File: config.mk
export PLATFORM = sky130hd
export DESIGN_NAME = loop_addr_gen
export DESIGN_NICKNAME = d
export VERILOG_FILES = /design/src/rtl/lag_pkg.sv /design/src/rtl/lag_regfile.sv /design/src/rtl/lag_alu.sv /design/src/rtl/lag_bitrev.sv /design/src/rtl/loop_addr_gen.sv
export SDC_FILE = /design/constraint.sdc
export NUM_CORES = 1
export LEC_CHECK = 0
export BUFFER_PORTS_ARGS = -buffer_cell sky130_fd_sc_hd__clkbuf_2
export CORE_MARGIN = 2
export CORE_UTILIZATION = 55
export DETAILED_ROUTE_END_ITERATION = 7
export HOLD_SLACK_MARGIN = 0.03
export PLACE_DENSITY = 0.77
export SETUP_SLACK_MARGIN = 0.02
export SLEW_MARGIN = 0
export SYNTH_ARGS = -nofsm -noshare
export SYNTH_HDL_FRONTEND = slang
export SYNTH_SLANG_ARGS = --single-unit
File: constraint.sdc
create_clock -name clk -period 24.7 [get_ports clk]
set_clock_uncertainty 0.2 [all_clocks]
set_input_delay 0 -clock clk [delete_from_list [all_inputs] [get_ports clk]]
set_output_delay 0 -clock clk [all_outputs]
set_load 0.02 [all_outputs]
File: src/rtl/lag_pkg.sv
package lag_pkg;
  typedef enum logic [3:0] {
    OP_NOP = 4'd0,  OP_INC = 4'd1,  OP_DEC = 4'd2,  OP_ADD = 4'd3,
    OP_SUB = 4'd4,  OP_AND = 4'd5,  OP_OR  = 4'd6,  OP_XOR = 4'd7,
    OP_SHL = 4'd8,  OP_SHR = 4'd9,  OP_LDR = 4'd10, OP_LDB = 4'd11,
    OP_LDC = 4'd12, OP_LDI = 4'd13
  } lag_op_e;

  function automatic logic op_is_loop(lag_op_e o);
    return o inside {OP_INC, OP_DEC, OP_ADD, OP_SUB};
  endfunction

  function automatic logic op_is_down(lag_op_e o);
    return (o == OP_DEC) || (o == OP_SUB);
  endfunction

  function automatic logic op_is_logic(lag_op_e o);
    return o inside {OP_AND, OP_OR, OP_XOR, OP_SHL, OP_SHR};
  endfunction
endpackage

File: src/rtl/lag_regfile.sv
module lag_regfile #(
  parameter int W     = 16,
  parameter int DEPTH = 16,
  localparam int IW   = (DEPTH > 1) ? $clog2(DEPTH) : 1
) (
  input  logic          clk,
  input  logic          rst,
  input  logic          we,
  input  logic [IW-1:0] idx,
  input  logic [W-1:0]  wdata,
  output logic [W-1:0]  rdata
);
  localparam logic [IW:0] LIMIT = (IW+1)'(DEPTH);

  logic [W-1:0] mem [DEPTH];
  logic         in_range;

  assign in_range = {1'b0, idx} < LIMIT;
  assign rdata    = in_range ? mem[idx] : '0;

  always_ff @(posedge clk) begin
    if (rst) begin
      for (int k = 0; k < DEPTH; k++) mem[k] <= '0;
    end else if (we && in_range) begin
      mem[idx] <= wdata;
    end
  end
endmodule

File: src/rtl/lag_alu.sv
module lag_alu
  import lag_pkg::*;
#(
  parameter int W = 16
) (
  input  lag_op_e      op,
  input  logic [W-1:0] src,
  input  logic [W-1:0] ofs,
  input  logic [W-1:0] bound,
  input  logic         post,
  output logic [W-1:0] res,
  output logic [W-1:0] out_val,
  output logic         cmp_hit,
  output logic         zero_hit
);
  function automatic logic [W-1:0] calc(lag_op_e o, logic [W-1:0] a, logic [W-1:0] b);
    case (o)
      OP_INC:  return a + W'(1);
      OP_DEC:  return a - W'(1);
      OP_ADD:  return a + b;
      OP_SUB:  return a - b;
      OP_AND:  return a & b;
      OP_OR:   return a | b;
      OP_XOR:  return a ^ b;
      OP_SHL:  return {a[W-2:0], 1'b0};
      OP_SHR:  return {a[W-1], a[W-1:1]};
      default: return a;
    endcase
  endfunction

  function automatic logic reached(logic down, logic [W-1:0] v, logic [W-1:0] c);
    return down ? (v <= c) : (v >= c);
  endfunction

  always_comb begin
    res      = calc(op, src, ofs);
    out_val  = post ? res : src;
    cmp_hit  = op_is_loop(op) && reached(op_is_down(op), out_val, bound);
    zero_hit = op_is_logic(op) && (res == '0);
  end
endmodule

File: src/rtl/lag_bitrev.sv
module lag_bitrev #(
  parameter int W = 16
) (
  input  logic         en,
  input  logic [W-1:0] din,
  output logic [W-1:0] dout
);
  for (genvar i = 0; i < W; i++) begin : g_bit
    assign dout[i] = en ? din[W-1-i] : din[i];
  end
endmodule

File: src/rtl/loop_addr_gen.sv
module loop_addr_gen
  import lag_pkg::*;
#(
  parameter int W        = 16,
  parameter int NPTR     = 16,
  parameter int NOFS_BNK = 3,
  parameter int NPAIR    = 4,
  localparam int PIW     = $clog2(NPTR),
  localparam int OIW     = $clog2(2 * NOFS_BNK),
  localparam int CIW     = $clog2(NPAIR)
) (
  input  logic             clk,
  input  logic             rst,
  input  logic [3:0]       op,
  input  logic [PIW-1:0]   ptr_sel,
  input  logic [1:0]       ofs_sel,
  input  logic [CIW-1:0]   pair_sel,
  input  logic             ext_src,
  input  logic [W-1:0]     data_in,
  input  logic             post_mode,
  input  logic             rev_en,
  input  logic             ofs_bank,
  input  logic [NPAIR-1:0] reinit_mask,
  output logic [W-1:0]     addr_out,
  output logic             flag_out
);
  localparam logic [1:0] EXT_CODE = 2'd3;

  lag_op_e        op_e;
  logic [W-1:0]   r_rd, b_rd, c_rd, i_rd, r_wd;
  logic [W-1:0]   src, ofs_val, res, out_val, rev_val;
  logic [OIW-1:0] ofs_idx;
  logic           loop_w, down_w, upd_w, ofs_ext;
  logic           cmp_hit, zero_hit, reinit_w;
  logic           r_we, b_we, c_we, i_we;
  logic [W-1:0]   addr_q;
  logic           flag_q;

  assign op_e    = lag_op_e'(op);
  assign loop_w  = op_is_loop(op_e);
  assign down_w  = op_is_down(op_e);
  assign upd_w   = loop_w || op_is_logic(op_e);
  assign ofs_ext = (ofs_sel == EXT_CODE);
  assign ofs_idx = OIW'(ofs_sel) + (ofs_bank ? OIW'(NOFS_BNK) : OIW'(0));

  assign src     = ext_src ? data_in : r_rd;
  assign ofs_val = ofs_ext ? data_in : b_rd;

  // loop wraparound event: bound reached and the pair's reload is enabled
  assign reinit_w = cmp_hit && reinit_mask[pair_sel];

  assign r_we = upd_w || (op_e == OP_LDR);
  assign r_wd = (op_e == OP_LDR) ? data_in : (reinit_w ? i_rd : res);
  assign b_we = (op_e == OP_LDB) && !ofs_ext;
  assign c_we = (op_e == OP_LDC);
  assign i_we = (op_e == OP_LDI);

  lag_regfile #(.W(W), .DEPTH(NPTR)) u_ptr (
    .clk(clk), .rst(rst), .we(r_we), .idx(ptr_sel), .wdata(r_wd), .rdata(r_rd));
  lag_regfile #(.W(W), .DEPTH(2 * NOFS_BNK)) u_ofs (
    .clk(clk), .rst(rst), .we(b_we), .idx(ofs_idx), .wdata(data_in), .rdata(b_rd));
  lag_regfile #(.W(W), .DEPTH(NPAIR)) u_bound (
    .clk(clk), .rst(rst), .we(c_we), .idx(pair_sel), .wdata(data_in), .rdata(c_rd));
  lag_regfile #(.W(W), .DEPTH(NPAIR)) u_init (
    .clk(clk), .rst(rst), .we(i_we), .idx(pair_sel), .wdata(data_in), .rdata(i_rd));

  lag_alu #(.W(W)) u_alu (
    .op(op_e), .src(src), .ofs(ofs_val), .bound(c_rd), .post(post_mode),
    .res(res), .out_val(out_val), .cmp_hit(cmp_hit), .zero_hit(zero_hit));

  lag_bitrev #(.W(W)) u_rev (.en(rev_en), .din(out_val), .dout(rev_val));

  always_ff @(posedge clk) begin
    if (rst) begin
      addr_q <= '0;
      flag_q <= 1'b0;
    end else begin
      flag_q <= cmp_hit || zero_hit;
      if (upd_w) addr_q <= rev_val;
    end
  end

  assign addr_out = addr_q;
  assign flag_out = flag_q;

  assert_pre_shows_source_R5: assert property (@(posedge clk) disable iff (rst)
    (upd_w && !post_mode && !rev_en) |=> (addr_out == $past(src)));

  assert_post_shows_result_R5: assert property (@(posedge clk) disable iff (rst)
    (upd_w && post_mode && !rev_en) |=> (addr_out == $past(res)));

  assert_up_bound_sets_flag_R3: assert property (@(posedge clk) disable iff (rst)
    (loop_w && !down_w && (out_val >= c_rd)) |=> flag_out);

  assert_down_bound_sets_flag_R3: assert property (@(posedge clk) disable iff (rst)
    (loop_w && down_w && (out_val <= c_rd)) |=> flag_out);

  assert_flag_quiet_R10: assert property (@(posedge clk) disable iff (rst)
    !upd_w |=> !flag_out);

  assert_rev_ends_swap_R9: assert property (@(posedge clk) disable iff (rst)
    (upd_w && rev_en) |=>
      ((addr_out[0] == $past(out_val[W-1])) && (addr_out[W-1] == $past(out_val[0]))));

  assert_hold_when_idle_R11: assert property (@(posedge clk) disable iff (rst)
    !upd_w |=> $stable(addr_out));
endmodule

==> results.json <==
{
  "run_status": "complete, no violations",
  "criticalPathCategory": "in2reg",
  "synthesis.area_mm2": 0.02657,
  "worst-endpoint-required_ns": 24.83,
  "post_dr_wirelength_cell_um": 27.71,
  "via_count": 18920,
  "leakagePower_uw": 0.01086,
  "wire_length_of_the_first_global_routing_pass_um": 117500,
  "crit_path_end_kind": "flip-flop",
  "post_cts.resized_instances": 0,
  "grt_start_max_net_pins": 49,
  "cts_inserted_buffers": 50,
  "insertedDiodeCount": 0,
  "yosysTopAreaCell": "sky130_fd_sc_hd__edfxtp_1",
  "ant_nets": 0,
  "grt_overflow_total": 0,
  "report.final.hold_viol_count": 0,
  "asyncSetResetFlopFracSynth": 0,
  "setup.reg_to_reg.worst_slack_ns": 16.02,
  "cp-start-kind": "input port",
  "buffer_ports.inserted": 54,
  "critical_path.max_stage_delay_ns": 1.07,
  "drtIter0Drc": 2726,
  "clockBufferDepth": 3,
  "syn_area_per_cell_um2": 12.33,
  "synth_nets": 2257,
  "hp-class": "in2reg",
  "timing.final.setup_violations": 0,
  "design_power_total_uw": 2087,
  "place_hpwl_um": 50470,
  "r2r.worst_path.cells": 26,
  "seq_area_frac_synth": 0.5553,
  "timing_worst_slew_pin_value_ns": 1.338,
  "totalNegativeSetupSlack_ns": 0,
  "timing.critical_path.fanout_max": 33,
  "maxCapViolations": 0,
  "total_of_flip_flops_plus_latches_after_synthesis": 497,
  "hold_start": "pair_sel[1]",
  "clkLatencyLatePin_ns": 0.63,
  "synth_top_flop_cell": "sky130_fd_sc_hd__edfxtp_1",
  "cts_num_sinks": 497,
  "irDropWorstVdd_mv": 0.07066,
  "layout_commonest_cell": "sky130_fd_sc_hd__edfxtp_1",
  "core-area_mm2": 0.04775,
  "starting_density_of_the_core": 0.5565,
  "slew-limit-headroom": 0.1081,
  "worst_r2r_endpoint": "u_ptr.mem[8][13]",
  "startpoint": "ofs_sel[0]",
  "yosysUniqueCellTypes": 93,
  "commonest_cells_after_routing_fill_and_taps_aside": "sky130_fd_sc_hd__edfxtp_1 (480), sky130_fd_sc_hd__nor2_1 (302), sky130_fd_sc_hd__and2_1 (221)",
  "drcViolationCount": 0,
  "rsz_0062_raised_after_global_routing": "false",
  "tritoncts_clock_tree": "built",
  "yosysTopAreaCellShare": 0.5425,
  "first_global_vias": 18810,
  "cts_root_buf": "sky130_fd_sc_hd__clkbuf_16",
  "endpoint": "u_ptr.mem[8][13]",
  "post_synth_main_area_contributors": "sky130_fd_sc_hd__edfxtp_1 (54%), sky130_fd_sc_hd__mux4_2 (6.9%), sky130_fd_sc_hd__and2_1 (5.2%)",
  "finish.utilization": 0.6126,
  "synth_enable_flop_cells": 480,
  "maxClockFrequency_mhz": 111.0,
  "detail_route.vias_per_cell": 6.683,
  "reg2reg_from": "u_ofs.mem[1][3]",
  "min_period_ns": 9.010,
  "synth-warning-count": 0,
  "most_frequent_cell_on_the_critical_path": "sky130_fd_sc_hd__nor2_1",
  "io-pin-count": 55,
  "die_w_um": 223.8,
  "postSynthCellCount": 2155,
  "drt_first_pass_iters": 6,
  "final.period_utilization": 0.3648,
  "filler_cell_count": 3644,
  "core.rowCount": 80,
  "height_of_the_chip_um": 223.8,
  "groute.usage.overall": 0.3159,
  "area.growth.synth_to_final_pct": 10.08,
  "crit_path_arrival_time_ns": 9.14,
  "report.final.slew_viol_count": 0,
  "detail_route.wirelength_um": 78440,
  "finish.net_count": 2278,
  "routabilityCongestion": 1.065,
  "powerDensity_mw_per_mm2": 71.37,
  "grt_antenna_before_repair": 0,
  "worst_setup_hold_path_clk_slew_ns": 0.06,
  "h-tree-depth": 2,
  "final_layout_size_suffix_gt1_frac": 0.1629,
  "die-area_mm2": 0.05008,
  "cpMaxStageDelayCell": "sky130_fd_sc_hd__o31ai_2"
}
[worst max-delay path: cells and delay by family]
kind            cells  cell delay, ns
compound gates     14            4.61
xor+xnor            1            0.08
fa+ha+maj           4            1.80
buf+inv             3            0.53
simple gates        9            2.07
[metal layers]
layer | routed length (um) | part of all wire | GRT usage | vias to the layer above
met1 | 29680 | 0.38 | 0.4165 | 9374
met5 | 0 | 0 | 0 | -
met2 | 36160 | 0.46 | 0.4974 | 1189
li1 | - | - | - | 8090
met3 | 7987 | 0.10 | 0.06716 | 266
met4 | 4609 | 0.059 | 0.1632 | 0
[repair_timing]
| item | 4_1_cts | 5_1_grt |
|---|---|---|
| hold buffers | 19 | 0 |
| hold endpoints to repair | 226 | 0 |
| buffers inserted | 0 | 0 |
[area by class of cell]
| class | instances | area, um^2 | area share |
|---|---|---|---|
| clock inverter | 29 | 311.5 | 0.01065 |
| sequential | 497 | 14750 | 0.5044 |
| multi-input combinational | 1421 | 10900 | 0.3726 |
| tap | 615 | 769.5 | 0.02631 |
| clock buffer | 63 | 1300 | 0.04445 |
| inverter | 66 | 247.7 | 0.008470 |
| timing repair buffer | 140 | 968.4 | 0.03311 |
[sequential cells by signal (all words and copies together), names as in the netlist]
register,count
addr_out,16
flag_out,1
u_bound.mem,64
u_init.mem,64
u_ofs.mem,96
u_ptr.mem,256
[through the flow]
step / hold slack (ns) / setup slack, ns / area [um^2] / std cells
2_1_floorplan: -0.001847 / 16.90 / 26570 / 2155
4_1_cts: 0.03064 / 16.04 / 29250 / 2831
5_1_grt: 0.08431 / 15.05 / 29250 / 2831
6_report: 0.06619 / 15.69 / 29250 / 2831
3_3_place_gp: 0.2198 / 15.67 / 27450 / 2720
3_5_place_dp: 0.2335 / 15.44 / 27450 / 2720
[cell usage after synthesis, types with 10 or more instances]
cell / count
sky130_fd_sc_hd__a211oi_1: 42
sky130_fd_sc_hd__a21o_1: 12
sky130_fd_sc_hd__a21oi_1: 57
sky130_fd_sc_hd__a221o_1: 14
sky130_fd_sc_hd__a221oi_1: 17
sky130_fd_sc_hd__a22oi_1: 17
sky130_fd_sc_hd__and2_1: 221
sky130_fd_sc_hd__and3_1: 16
sky130_fd_sc_hd__buf_2: 30
sky130_fd_sc_hd__buf_4: 10
sky130_fd_sc_hd__clkbuf_1: 117
sky130_fd_sc_hd__dfxtp_1: 17
sky130_fd_sc_hd__edfxtp_1: 480
sky130_fd_sc_hd__ha_1: 62
sky130_fd_sc_hd__inv_1: 63
sky130_fd_sc_hd__mux2_2: 20
sky130_fd_sc_hd__mux2i_1: 90
sky130_fd_sc_hd__mux4_2: 81
sky130_fd_sc_hd__nand2_1: 63
sky130_fd_sc_hd__nand2b_1: 32
sky130_fd_sc_hd__nand3_1: 18
sky130_fd_sc_hd__nor2_1: 303
sky130_fd_sc_hd__nor2_4: 10
sky130_fd_sc_hd__nor2b_1: 15
sky130_fd_sc_hd__nor3_1: 52
sky130_fd_sc_hd__o21a_1: 10
sky130_fd_sc_hd__o21ai_0: 40
sky130_fd_sc_hd__o22a_1: 10
sky130_fd_sc_hd__o22ai_1: 34
sky130_fd_sc_hd__o31ai_1: 12
sky130_fd_sc_hd__or2_2: 13
sky130_fd_sc_hd__or3_1: 19
sky130_fd_sc_hd__xnor2_1: 11
[worst min path at each step]
stage / cells past startpoint / slack, ns / end
6_report: 3 / 0.07 / u_bound.mem[0][15]
5_1_grt: 3 / 0.08 / u_bound.mem[0][15]
4_1_cts: 3 / 0.03 / u_bound.mem[0][15]
3_5_place_dp: 1 / 0.23 / flag_out
3_3_place_gp: 1 / 0.22 / flag_out
2_1_floorplan: 1 / -0.002 / u_init.mem[1][0]
[where the power goes]
| part | internal [uW] | leakage (uW) | switching (uW) |
|---|---|---|---|
| clock network | 419 | 0.000775 | 329 |
| registers | 965 | 0.00493 | 12.4 |
| logic | 118 | 0.00515 | 243 |
| total | 1500 | 0.0109 | 584 |
[cells by family (layout without fill, tap and decap cells)]
| group | count (synthesis) | after routing | synth area share |
|---|---|---|---|
| and+or+nand+nor | 801 | 801 | 0.1559 |
| DFF | 497 | 497 | 0.5553 |
| AOI/OAI and AO/OA | 343 | 343 | 0.09555 |
| buffers and inverters | 237 | 298 | 0.03833 |
| muxes | 200 | 200 | 0.1199 |
| adders and majority gates | 64 | 64 | 0.03070 |
| xor gates and xnor gates | 13 | 13 | 0.004285 |
Power figures use the tool's default switching activity.
